$ cat config.mk
export PLATFORM = sky130hd
export DESIGN_NAME = fifo_trig_ctl
export DESIGN_NICKNAME = d
export VERILOG_FILES = /design/src/rtl/ftc_pkg.sv /design/src/rtl/ftc_ctrl_reg.sv /design/src/rtl/ftc_byte_fifo.sv /design/src/rtl/ftc_tx_req.sv /design/src/rtl/fifo_trig_ctl.sv
export SDC_FILE = /design/constraint.sdc
export NUM_CORES = 2
export LEC_CHECK = 0
export ABC_CLOCK_PERIOD_IN_PS = 4000
export BUFFER_PORTS_ARGS = -buffer_cell sky130_fd_sc_hd__buf_2
export CORE_AREA = 2 2 374 376
export CTS_BUF_LIST = sky130_fd_sc_hd__clkbuf_8 sky130_fd_sc_hd__clkbuf_16
export DETAILED_ROUTE_END_ITERATION = 7
export DIE_AREA = 0 0 376 378
export PLACE_DENSITY = 0.83
export SETUP_SLACK_MARGIN = 0.1
export SKIP_LAST_GASP = 1
export SYNTH_ARGS = -nofsm -noshare
export SYNTH_HDL_FRONTEND = slang
export SYNTH_SLANG_ARGS = --single-unit
export TNS_END_PERCENT = 20
$ cat constraint.sdc
create_clock -name clk -period 4 [get_ports clk]
set_input_delay 0.6 -clock clk [delete_from_list [all_inputs] [get_ports clk]]
set_output_delay 0.6 -clock clk [all_outputs]
set_load 0.01 [all_outputs]
$ cat src/rtl/ftc_pkg.sv
package ftc_pkg;

    // Control word bit positions (the readback layout depends on them)
    localparam int unsigned BIT_EN       = 0;
    localparam int unsigned BIT_RX_FLUSH = 1;
    localparam int unsigned BIT_TX_FLUSH = 2;
    localparam int unsigned BIT_DMA      = 3;
    localparam int unsigned TX_SEL_LO    = 4;
    localparam int unsigned RX_SEL_LO    = 6;

    typedef struct packed {
        logic [1:0] rx_sel;
        logic [1:0] tx_sel;
        logic       dma;
        logic       en;
    } ftc_cfg_t;

    typedef enum logic {
        TXP_FILLING = 1'b0,
        TXP_ARMED   = 1'b1
    } tx_phase_e;

    function automatic int unsigned rx_level(input logic [1:0] sel);
        case (sel)
            2'b00:   return 1;
            2'b01:   return 16;
            2'b10:   return 32;
            default: return 56;
        endcase
    endfunction

    function automatic int unsigned tx_level(input logic [1:0] sel);
        case (sel)
            2'b00:   return 1;
            2'b01:   return 8;
            2'b10:   return 16;
            default: return 32;
        endcase
    endfunction

endpackage

$ cat src/rtl/ftc_ctrl_reg.sv
module ftc_ctrl_reg
    import ftc_pkg::*;
(
    input  logic       clk,
    input  logic       rst,
    input  logic       we,
    input  logic [7:0] wdata,
    input  logic       feat_en,
    output ftc_cfg_t   cfg,
    output logic       tx_flush,
    output logic       rx_flush,
    output logic [7:0] rdata
);

    // Flush commands are never stored: they act on the write edge only
    assign tx_flush = we & wdata[BIT_EN] & wdata[BIT_TX_FLUSH];
    assign rx_flush = we & wdata[BIT_EN] & wdata[BIT_RX_FLUSH];

    always_ff @(posedge clk) begin
        if (rst) begin
            cfg <= '0;
        end else if (we) begin
            cfg.en  <= wdata[BIT_EN];
            cfg.dma <= wdata[BIT_DMA];
            if (feat_en) begin
                cfg.tx_sel <= wdata[TX_SEL_LO +: 2];
                cfg.rx_sel <= wdata[RX_SEL_LO +: 2];
            end
        end
    end

    always_comb begin
        rdata                  = '0;
        rdata[BIT_EN]          = cfg.en;
        rdata[BIT_DMA]         = cfg.dma;
        rdata[TX_SEL_LO +: 2]  = cfg.tx_sel;
        rdata[RX_SEL_LO +: 2]  = cfg.rx_sel;
    end

endmodule

$ cat src/rtl/ftc_byte_fifo.sv
module ftc_byte_fifo #(
    parameter  int DEPTH = 128,
    parameter  int DW    = 8,
    localparam int AW    = $clog2(DEPTH),
    localparam int CW    = $clog2(DEPTH + 1)
) (
    input  logic          clk,
    input  logic          rst,
    input  logic          flush,
    input  logic          en,
    input  logic          push,
    input  logic [DW-1:0] push_data,
    input  logic          pop,
    output logic [DW-1:0] pop_data,
    output logic [CW-1:0] count,
    output logic          full,
    output logic          empty,
    output logic          ovf,
    output logic          udf
);

    localparam logic [AW-1:0] LAST = AW'(DEPTH - 1);

    logic [DW-1:0] mem [DEPTH];
    logic [AW-1:0] wr_ptr, rd_ptr;
    logic          push_ok, pop_ok;

    assign full     = (count == CW'(DEPTH));
    assign empty    = (count == '0);
    assign push_ok  = en & push & ~full & ~flush;
    assign pop_ok   = pop & ~empty & ~flush;
    assign pop_data = mem[rd_ptr];

    always_ff @(posedge clk) begin
        if (push_ok) begin
            mem[wr_ptr] <= push_data;
        end
    end

    always_ff @(posedge clk) begin
        if (rst || flush) begin
            wr_ptr <= '0;
            rd_ptr <= '0;
            count  <= '0;
        end else begin
            if (push_ok) begin
                wr_ptr <= (wr_ptr == LAST) ? '0 : wr_ptr + 1'b1;
            end
            if (pop_ok) begin
                rd_ptr <= (rd_ptr == LAST) ? '0 : rd_ptr + 1'b1;
            end
            count <= count + CW'(push_ok) - CW'(pop_ok);
        end
    end

    always_ff @(posedge clk) begin
        if (rst || flush) begin
            ovf <= 1'b0;
            udf <= 1'b0;
        end else begin
            if (en && push && full) begin
                ovf <= 1'b1;
            end
            if (pop && empty) begin
                udf <= 1'b1;
            end
        end
    end

endmodule

$ cat src/rtl/ftc_tx_req.sv
module ftc_tx_req
    import ftc_pkg::*;
#(
    parameter int CW = 8
) (
    input  logic          clk,
    input  logic          rst,
    input  logic [CW-1:0] count,
    input  logic [CW-1:0] level,
    output logic          req
);

    tx_phase_e phase;

    // Armed once a load reaches the level; disarmed when the queue drains
    always_ff @(posedge clk) begin
        if (rst) begin
            phase <= TXP_FILLING;
        end else if (count >= level) begin
            phase <= TXP_ARMED;
        end else if (count == '0) begin
            phase <= TXP_FILLING;
        end
    end

    assign req = (count == '0) | ((phase == TXP_ARMED) & (count < level));

endmodule

$ cat src/rtl/fifo_trig_ctl.sv
module fifo_trig_ctl
    import ftc_pkg::*;
#(
    parameter  int DEPTH = 128,
    parameter  int DW    = 8,
    localparam int CW    = $clog2(DEPTH + 1)
) (
    input  logic          clk,
    input  logic          rst,
    input  logic          cfg_we,
    input  logic [7:0]    cfg_wdata,
    input  logic          feat_en,
    output logic [7:0]    cfg_rdata,
    output logic          dma_mode,
    input  logic          tx_push,
    input  logic [DW-1:0] tx_push_data,
    input  logic          tx_pop,
    output logic [DW-1:0] tx_pop_data,
    output logic [CW-1:0] tx_count,
    output logic          tx_full,
    output logic          tx_empty,
    output logic          tx_req,
    output logic          tx_ovf,
    output logic          tx_udf,
    input  logic          rx_push,
    input  logic [DW-1:0] rx_push_data,
    input  logic          rx_pop,
    output logic [DW-1:0] rx_pop_data,
    output logic [CW-1:0] rx_count,
    output logic          rx_full,
    output logic          rx_empty,
    output logic          rx_req,
    output logic          rx_ovf,
    output logic          rx_udf
);

    localparam int NSIDE   = 2;
    localparam int SIDE_TX = 0;
    localparam int SIDE_RX = 1;

    ftc_cfg_t      cfg;
    logic          tx_flush, rx_flush;
    logic [CW-1:0] tx_lvl, rx_lvl;

    logic [NSIDE-1:0] s_flush, s_push, s_pop, s_full, s_empty, s_ovf, s_udf;
    logic [DW-1:0]    s_wdata [NSIDE];
    logic [DW-1:0]    s_rdata [NSIDE];
    logic [CW-1:0]    s_count [NSIDE];

    ftc_ctrl_reg u_ctrl (
        .clk      (clk),
        .rst      (rst),
        .we       (cfg_we),
        .wdata    (cfg_wdata),
        .feat_en  (feat_en),
        .cfg      (cfg),
        .tx_flush (tx_flush),
        .rx_flush (rx_flush),
        .rdata    (cfg_rdata)
    );

    assign dma_mode = cfg.dma;

    assign s_flush[SIDE_TX] = tx_flush;
    assign s_flush[SIDE_RX] = rx_flush;
    assign s_push[SIDE_TX]  = tx_push;
    assign s_push[SIDE_RX]  = rx_push;
    assign s_pop[SIDE_TX]   = tx_pop;
    assign s_pop[SIDE_RX]   = rx_pop;
    assign s_wdata[SIDE_TX] = tx_push_data;
    assign s_wdata[SIDE_RX] = rx_push_data;

    for (genvar g = 0; g < NSIDE; g++) begin : g_side
        ftc_byte_fifo #(
            .DEPTH (DEPTH),
            .DW    (DW)
        ) u_fifo (
            .clk       (clk),
            .rst       (rst),
            .flush     (s_flush[g]),
            .en        (cfg.en),
            .push      (s_push[g]),
            .push_data (s_wdata[g]),
            .pop       (s_pop[g]),
            .pop_data  (s_rdata[g]),
            .count     (s_count[g]),
            .full      (s_full[g]),
            .empty     (s_empty[g]),
            .ovf       (s_ovf[g]),
            .udf       (s_udf[g])
        );
    end

    assign tx_pop_data = s_rdata[SIDE_TX];
    assign tx_count    = s_count[SIDE_TX];
    assign tx_full     = s_full[SIDE_TX];
    assign tx_empty    = s_empty[SIDE_TX];
    assign tx_ovf      = s_ovf[SIDE_TX];
    assign tx_udf      = s_udf[SIDE_TX];
    assign rx_pop_data = s_rdata[SIDE_RX];
    assign rx_count    = s_count[SIDE_RX];
    assign rx_full     = s_full[SIDE_RX];
    assign rx_empty    = s_empty[SIDE_RX];
    assign rx_ovf      = s_ovf[SIDE_RX];
    assign rx_udf      = s_udf[SIDE_RX];

    assign tx_lvl = CW'(tx_level(cfg.tx_sel));
    assign rx_lvl = CW'(rx_level(cfg.rx_sel));

    ftc_tx_req #(.CW(CW)) u_txreq (
        .clk   (clk),
        .rst   (rst),
        .count (tx_count),
        .level (tx_lvl),
        .req   (tx_req)
    );

    assign rx_req = (rx_count >= rx_lvl);

endmodule

Word-level counts from Yosys, hierarchy flattened

Memories as Yosys holds them, arrays and structs flattened. A register that Yosys moved wholly into a read port is not among the register bits.
Index checks and enable logic that the tools add are counted.
W data, S select, Z words.

Flip-flop bits (word level): 55
Bits in latches: 0
RAM bits: 2048
Bits in read-only memories: 0
Input port bits: 32
Output and inout port bits: 51
Word-level logic and storage cells: 89
Memories: 2

$add $sub $neg: 8
Multipliers: 0
Div/mod/pow operators: 0
Magnitude comparators: 3
Equality and inequality tests: 10
Shift-type cells: 0
Multiplexer cells: 16
Bitwise gates (word level): 21
Reduce and logical (&&, ||, !) cells: 14

Memories:

| memory               | depth | bits a word | read ports | clocked after memory_dff | wr ports | RTL line            | source |
|---|---|---|---|---|---|---|---|
| g_side[0].u_fifo.mem | 128   | 8           | 1          | 1                        | 1        | ftc_byte_fifo.sv:24 | `logic [DW-1:0] mem [DEPTH];` |
| g_side[1].u_fifo.mem | 128   | 8           | 1          | 1                        | 1        | ftc_byte_fifo.sv:24 |  |

Operator list:

| kind                  | number |
|---|---|
| $mux W7               | 8 |
| $pmux W6 S3           | 2 |
| $add A7 B1 Y7 const B | 4 |
| $eq A7 B7 Y1 const B  | 4 |
| $add A8 B1 Y8         | 2 |
| $eq A8 B8 Y1 const B  | 2 |
| $logic_not A8 Y1      | 2 |
| $sub A8 B1 Y8         | 2 |
| $and A1 B1 Y1         | 14 |
| $ge A8 B6 Y1          | 1 |
| $ge A8 B8 Y1          | 1 |
| $lt A8 B6 Y1          | 1 |
| $logic_and A1 B1 Y1   | 6 |
| $mux W1               | 6 |
| $not A1 Y1            | 6 |
| $eq A2 B1 Y1 const B  | 2 |
| $eq A2 B2 Y1 const B  | 2 |
| $logic_not A2 Y1      | 2 |
| $logic_or A1 B1 Y1    | 2 |
| $reduce_and A2 Y1     | 1 |
| $reduce_bool A2 Y1    | 1 |
| $or A1 B1 Y1          | 1 |

Logic depth before layout (Yosys ltp)

Depth in word-level cells: 6
Mapped depth: 17
Depth with buffers taken out: 16

Hierarchy

From an unflattened synthesis, not the netlist that was laid out.

Cells, all modules: 4157
Area, all modules: 83095.9 µm²

Modules (own cells, without submodules):

| module                            | instances | cells an instance | area an instance (µm²) |
|---|---|---|---|
| ftc_byte_fifo at g_side[0].u_fifo | 1         | 2031              | 41253.3 |
| ftc_byte_fifo at g_side[1].u_fifo | 1         | 2033              | 41109.4 |
| ftc_ctrl_reg                      | 1         | 35                | 329.1 |
| ftc_tx_req                        | 1         | 39                | 276.5 |
| fifo_trig_ctl                     | 1         | 19                | 127.6 |

Worst setup path before layout

OpenSTA, ideal clock, no wires.

Kind: flip-flop to flip-flop
Start point: register g_side[0].u_fifo.count[4]
End point: register g_side[0].u_fifo.count[6]
Setup time: 0.126 ns
Arrival time: 3.176 ns
Required time: 3.874 ns
Setup slack: 0.698 ns
Stages on the path, launching flop included: 18
Path buffers: 1
Period minus slack after synthesis: 3.302 ns
Cells stage by stage: dfxtp_1 inv_1 ha_1 nor4bb_1 nand2_1 and3_1 clkbuf_1 ha_1 inv_1 ha_1 inv_1 fa_1 nand2b_1 a21oi_1 o21ai_0 a21oi_1 o21a_1 nor3_1

Word-level cells in the longest chain between the ends: 6

RTL lines:

| item                       | RTL line            | source |
|---|---|---|
| start, declared            | ftc_byte_fifo.sv:15 | `output logic [CW-1:0] count,` |
| start signal, assigned     | ftc_byte_fifo.sv:52 | `count <= count + CW'(push_ok) - CW'(pop_ok);` |
| $eq A8 B8 Y1               | ftc_byte_fifo.sv:28 | `assign full = (count == CW'(DEPTH));` |
| $not A1 Y1                 | ftc_byte_fifo.sv:30 | `assign push_ok = en & push & ~full & ~flush;` |
| $and A1 B1 Y1 (2 in a row) | ftc_byte_fifo.sv:30 |  |
| $add A8 B1 Y8              | ftc_byte_fifo.sv:52 |  |
| $sub A8 B1 Y8 *            | ftc_byte_fifo.sv:52 |  |

Mark *: on every way between the ends. The rest lies on a longest branch, timed or not.
A chain may end at the register's enable or synchronous reset.

==> results.py <==
metrics = {
    "run_status": {
        "run_status": "finished with violations",
        "failed_checks": "negative setup slack",
    },
    "worst_setup_path": {
        "timing.critical_path.required_ns": 3.40,
        "sort_of_element_at_the_start_of_the_critical_path": "register",
        "setup.reg_to_reg.worst_slack_ns": 0.11,
        "arrival_ns": 3.74,
        "worst_r2r_startpoint": "g_side[1].u_fifo.count[2]",
        "endpoint_kind_of_the_worst_setup_timing_path": "output port",
        "r2r-end": "g_side[1].u_fifo.mem[82][6]",
        "criticalPathCategory": "reg2out",
        "worstRegToRegCells": 10,
        "critPathMaxFanout": 8,
    },
    "sta": {
        "worst_slew_margin_rel_pct": 7.74,
        "rsz0062_at_grt": "true",
        "report.final.slew_viol_count": 0,
        "max_clock_freq_mhz": 230,
        "worst_slack_ns": -0.341,
        "worst_clock_skew_ns": 0.0380,
        "finalCritPeriodShare_pct": 109,
        "final_period_minus_worst_setup_slack_ns": 4.34,
        "timing.final.hold_violations": 0,
        "setup_total_negative_slack_ns": -3.47,
        "worstMarginPinSlew_ns": 1.38,
        "setup_viol": 16,
    },
    "logic_synthesis": {
        "post_synth.cell_area_avg_um2": 19.8,
        "synth.yosys.warnings": 0,
        "synthArstFlopShare_pct": 0,
        "ys_ff_latch": 2117,
        "syn_area_mm2": 0.0822,
        "synth_ff_type": "sky130_fd_sc_hd__edfxtp_1",
        "synth-edff-count": 2048,
        "netlist-cell-type-count": 55,
        "synth.yosys.seq_area_share_pct": 76.5,
        "synth_cells": 4147,
    },
    "pwr": {
        "design_power_total_uw": 48300,
        "irDropWorstVdd_v": 0.000495,
        "p_leak_uw": 0.0293,
        "power-per-cell-area_mw_per_mm2": 512,
    },
    "clock_network": {
        "clock_insertion_delay_at_the_later_pin_of_the_skew_report_ns": 0.86,
        "clk_pin_slew_worst_paths_ns": 0.07,
        "clkSinkCount": 2117,
        "h-tree-depth": 4,
        "clk_root_buffer_cell": "sky130_fd_sc_hd__clkbuf_16",
        "cts_made_buffers": 199,
        "tritoncts": "built",
        "cts_buffer_depth": 3,
    },
    "cells_and_area": {
        "design.final.nets": 4529,
        "multi_input_combinational_cell_area_mm2": 0.0192,
        "seqCellArea_mm2": 0.0629,
        "flow.area_growth_from_synthesis_pct": 14.7,
        "layout-drive-gt1-share_pct": 28.1,
        "finish.cell_count_without_fillers": 6426,
        "fill_cells": 7702,
        "fin_area_mm2": 0.0943,
    },
    "floorplan": {
        "start_util_pct": 59.4,
        "floorplan.die.width_um": 376,
        "ioPinCount": 83,
        "overall_die_height_um": 378,
        "floorplan.core_area_mm2": 0.139,
        "design.die.area_mm2": 0.142,
        "placementRows": 137,
    },
    "route": {
        "drt_pre_antenna_iters": 6,
        "vias": 46700,
        "post-route-drc-count": 0,
        "final_wirelength_um": 233000,
        "post_drt_via_cell_ratio": 7.26,
        "met2_wirelength_um": 115000,
        "highest_layer": "met5",
        "route.met3.wl_um": 28700,
        "avgRoutedWirePerCell_um": 36.3,
        "number_of_design_rule_violations_left_by_the_first_detailed_router_iteration": 8065,
        "wirelength_met1_um": 72600,
        "final_antenna_net_count": 0,
    },
    "grt": {
        "grt_start_max_net_pins": 121,
        "grt_antenna_before_repair": 3,
        "grt_pass1_vias": 46300,
        "groute.usage.overall_pct": 31.2,
        "grt_pass1_wl_um": 320000,
        "overflow_left_after_global_routing": 0,
    },
    "worst_hold_path": {
        "hold_end": "g_side[1].u_fifo.ovf",
        "hold_start": "rx_push",
        "hold_path_depth": 3,
        "hold_class": "in2reg",
    },
    "placed_design": {
        "routability_congestion": 0.855,
        "place.detailed.hpwl_um": 113000,
        "post_dp_cell_area_mm2": 0.0855,
        "pre_cts_ws_ns": 0.151,
        "port_buffers": 80,
        "post-place-cells": 5964,
    },
    "run": {
        "maxCapViolations": 0,
    },
}
## cell families after synthesis
family	Yosys count	synth area share, %
flip-flops	2117	76.5
multiplexers	645	13.9
adder cells (fa/ha/maj)	37	0.581
buffers and inverters	260	1.48
AO/OA/AOI/OAI	500	4.37
other	1	0.00456
XOR/XNOR	28	0.298
AND/OR/NAND/NOR	559	2.93
## cell usage in the layout, fill, tap and decap left out, types with 10 or more instances in the layout
cell	n
sky130_fd_sc_hd__a22o_1	24
sky130_fd_sc_hd__nor2_1	339
sky130_fd_sc_hd__ha_1	35
sky130_fd_sc_hd__xor2_1	19
sky130_fd_sc_hd__clkinv_2	38
sky130_fd_sc_hd__clkinv_1	28
sky130_fd_sc_hd__a22oi_1	131
sky130_fd_sc_hd__o21ai_0	53
sky130_fd_sc_hd__a221oi_4	14
sky130_fd_sc_hd__buf_2	60
sky130_fd_sc_hd__o21ai_1	16
sky130_fd_sc_hd__inv_1	72
sky130_fd_sc_hd__dfxtp_1	61
sky130_fd_sc_hd__clkbuf_8	10
sky130_fd_sc_hd__buf_12	27
sky130_fd_sc_hd__nor3_2	12
sky130_fd_sc_hd__nor2_2	13
sky130_fd_sc_hd__nand2b_1	10
sky130_fd_sc_hd__a221o_1	32
sky130_fd_sc_hd__edfxtp_1	2048
sky130_fd_sc_hd__a21oi_1	53
sky130_fd_sc_hd__buf_6	26
sky130_fd_sc_hd__nand2_1	67
sky130_fd_sc_hd__mux2i_1	133
sky130_fd_sc_hd__and2_1	10
sky130_fd_sc_hd__nor2b_1	19
sky130_fd_sc_hd__nand3_1	28
sky130_fd_sc_hd__o22ai_1	33
sky130_fd_sc_hd__buf_16	22
sky130_fd_sc_hd__o22ai_2	11
sky130_fd_sc_hd__mux4_2	384
sky130_fd_sc_hd__o221ai_1	34
sky130_fd_sc_hd__a221oi_2	16
sky130_fd_sc_hd__clkbuf_16	206
sky130_fd_sc_hd__buf_4	188
sky130_fd_sc_hd__mux2_2	128
sky130_fd_sc_hd__a22oi_2	30
## synthesized netlist by cell type, types with 9 or more instances
| cell type | n | share of area, % |
|---|---|---|
| sky130_fd_sc_hd__a221oi_1 | 32 | 0.34 |
| sky130_fd_sc_hd__mux2i_1 | 133 | 1.6 |
| sky130_fd_sc_hd__buf_1 | 24 | 0.11 |
| sky130_fd_sc_hd__o221ai_1 | 48 | 0.51 |
| sky130_fd_sc_hd__a22oi_1 | 161 | 1.5 |
| sky130_fd_sc_hd__buf_6 | 13 | 0.18 |
| sky130_fd_sc_hd__nand4_1 | 9 | 0.068 |
| sky130_fd_sc_hd__nand2_1 | 67 | 0.31 |
| sky130_fd_sc_hd__a22o_1 | 32 | 0.34 |
| sky130_fd_sc_hd__nor2b_1 | 25 | 0.19 |
| sky130_fd_sc_hd__mux2_2 | 128 | 1.8 |
| sky130_fd_sc_hd__mux4_2 | 384 | 11 |
| sky130_fd_sc_hd__xor2_1 | 19 | 0.20 |
| sky130_fd_sc_hd__dfxtp_1 | 69 | 1.7 |
| sky130_fd_sc_hd__buf_2 | 70 | 0.43 |
| sky130_fd_sc_hd__ha_1 | 35 | 0.53 |
| sky130_fd_sc_hd__edfxtp_1 | 2048 | 75 |
| sky130_fd_sc_hd__nor2_1 | 355 | 1.6 |
| sky130_fd_sc_hd__o21ai_0 | 67 | 0.41 |
| sky130_fd_sc_hd__o22ai_1 | 49 | 0.37 |
| sky130_fd_sc_hd__and2_1 | 11 | 0.084 |
| sky130_fd_sc_hd__nand3_1 | 28 | 0.17 |
| sky130_fd_sc_hd__clkbuf_1 | 113 | 0.52 |
| sky130_fd_sc_hd__buf_4 | 15 | 0.14 |
| sky130_fd_sc_hd__nand2b_1 | 12 | 0.091 |
| sky130_fd_sc_hd__and3_1 | 10 | 0.076 |
| sky130_fd_sc_hd__nor3_1 | 21 | 0.13 |
| sky130_fd_sc_hd__inv_1 | 25 | 0.11 |
| sky130_fd_sc_hd__a21oi_1 | 56 | 0.34 |
| sky130_fd_sc_hd__xnor2_1 | 9 | 0.096 |
| sky130_fd_sc_hd__a221o_1 | 32 | 0.39 |
## power by group
group	switching, uW	total (uW)	internal [uW]	leakage [uW]
clock network	8580	18400	9790	0.00321
logic	2960	5460	2500	0.00713
registers	122	24500	24400	0.0190
total	11700	48300	36700	0.0293
## state kept, by name (all words and copies together), names as in the netlist, named ones only
| name | flops |
|---|---|
| g_side.u_fifo.ovf | 2 |
| u_ctrl.cfg | 6 |
| g_side.u_fifo.rd_ptr | 14 |
| u_txreq.phase | 1 |
| g_side.u_fifo.udf | 2 |
| g_side.u_fifo.count | 16 |
| g_side.u_fifo.mem | 2048 |
| g_side.u_fifo.wr_ptr | 14 |
## per-stage QoR
step                hold WS, ns  utilization [%]
global placement          0.448             61.7
floorplan                 0.481                -
global route             0.0336             68.1
finish                   0.0495             68.1
CTS                     0.00931             67.4
detailed placement        0.458             61.7
## per-layer routing
metal | global-route usage [%] | up-vias
li1 | - | 17700
met1 | 38.1 | 23200
met2 | 51.8 | 4652
met3 | 7.58 | 1078
met4 | 17.1 | 4
met5 | 0 | -
## worst max-delay path by stage
stage | startpoint | to | slack, ns
6_report | register | tx_pop_data[2] | -0.34
5_1_grt | register | tx_pop_data[2] | -0.39
4_1_cts | register | tx_pop_data[7] | -0.14
3_5_place_dp | register | tx_pop_data[0] | 0.15
3_3_place_gp | register | tx_pop_data[5] | 0.13
2_1_floorplan | g_side[0].u_fifo.count[4] | g_side[0].u_fifo.count[6] | 0.70
## layout make-up
type | instances | area share, %
Inverter | 25 | 0.0995
Antenna cell | 4 | 0.0106
Multi-Input combinational cell | 1772 | 20.4
Tap cell | 1807 | 2.40
Clock inverter | 145 | 1.06
Sequential cell | 2117 | 66.7
Timing Repair Buffer | 345 | 3.88
Clock buffer | 211 | 5.48
## repair_timing
action	4_1_cts	5_1_grt
setup endpoints to repair	16	60
pin swaps	37	33
setup buffers	38	37
hold buffers	5	0
hold endpoints to repair	5	0
gates resized for setup	167	91
cloned	16	5
## worst max-delay path: stages (launching register included)
cell	delay [ns]
sky130_fd_sc_hd__dfxtp_4	0.42
sky130_fd_sc_hd__buf_12	0.12
sky130_fd_sc_hd__buf_16	0.16
sky130_fd_sc_hd__buf_6	0.19
sky130_fd_sc_hd__mux4_2	0.62
sky130_fd_sc_hd__a221oi_4	0.48
sky130_fd_sc_hd__o22ai_4	0.16
sky130_fd_sc_hd__nor3_2	0.21
sky130_fd_sc_hd__buf_4	0.16
sky130_fd_sc_hd__o221ai_1	0.16
sky130_fd_sc_hd__buf_2	0.20
No activity file was read; power rests on OpenSTA's default activity.
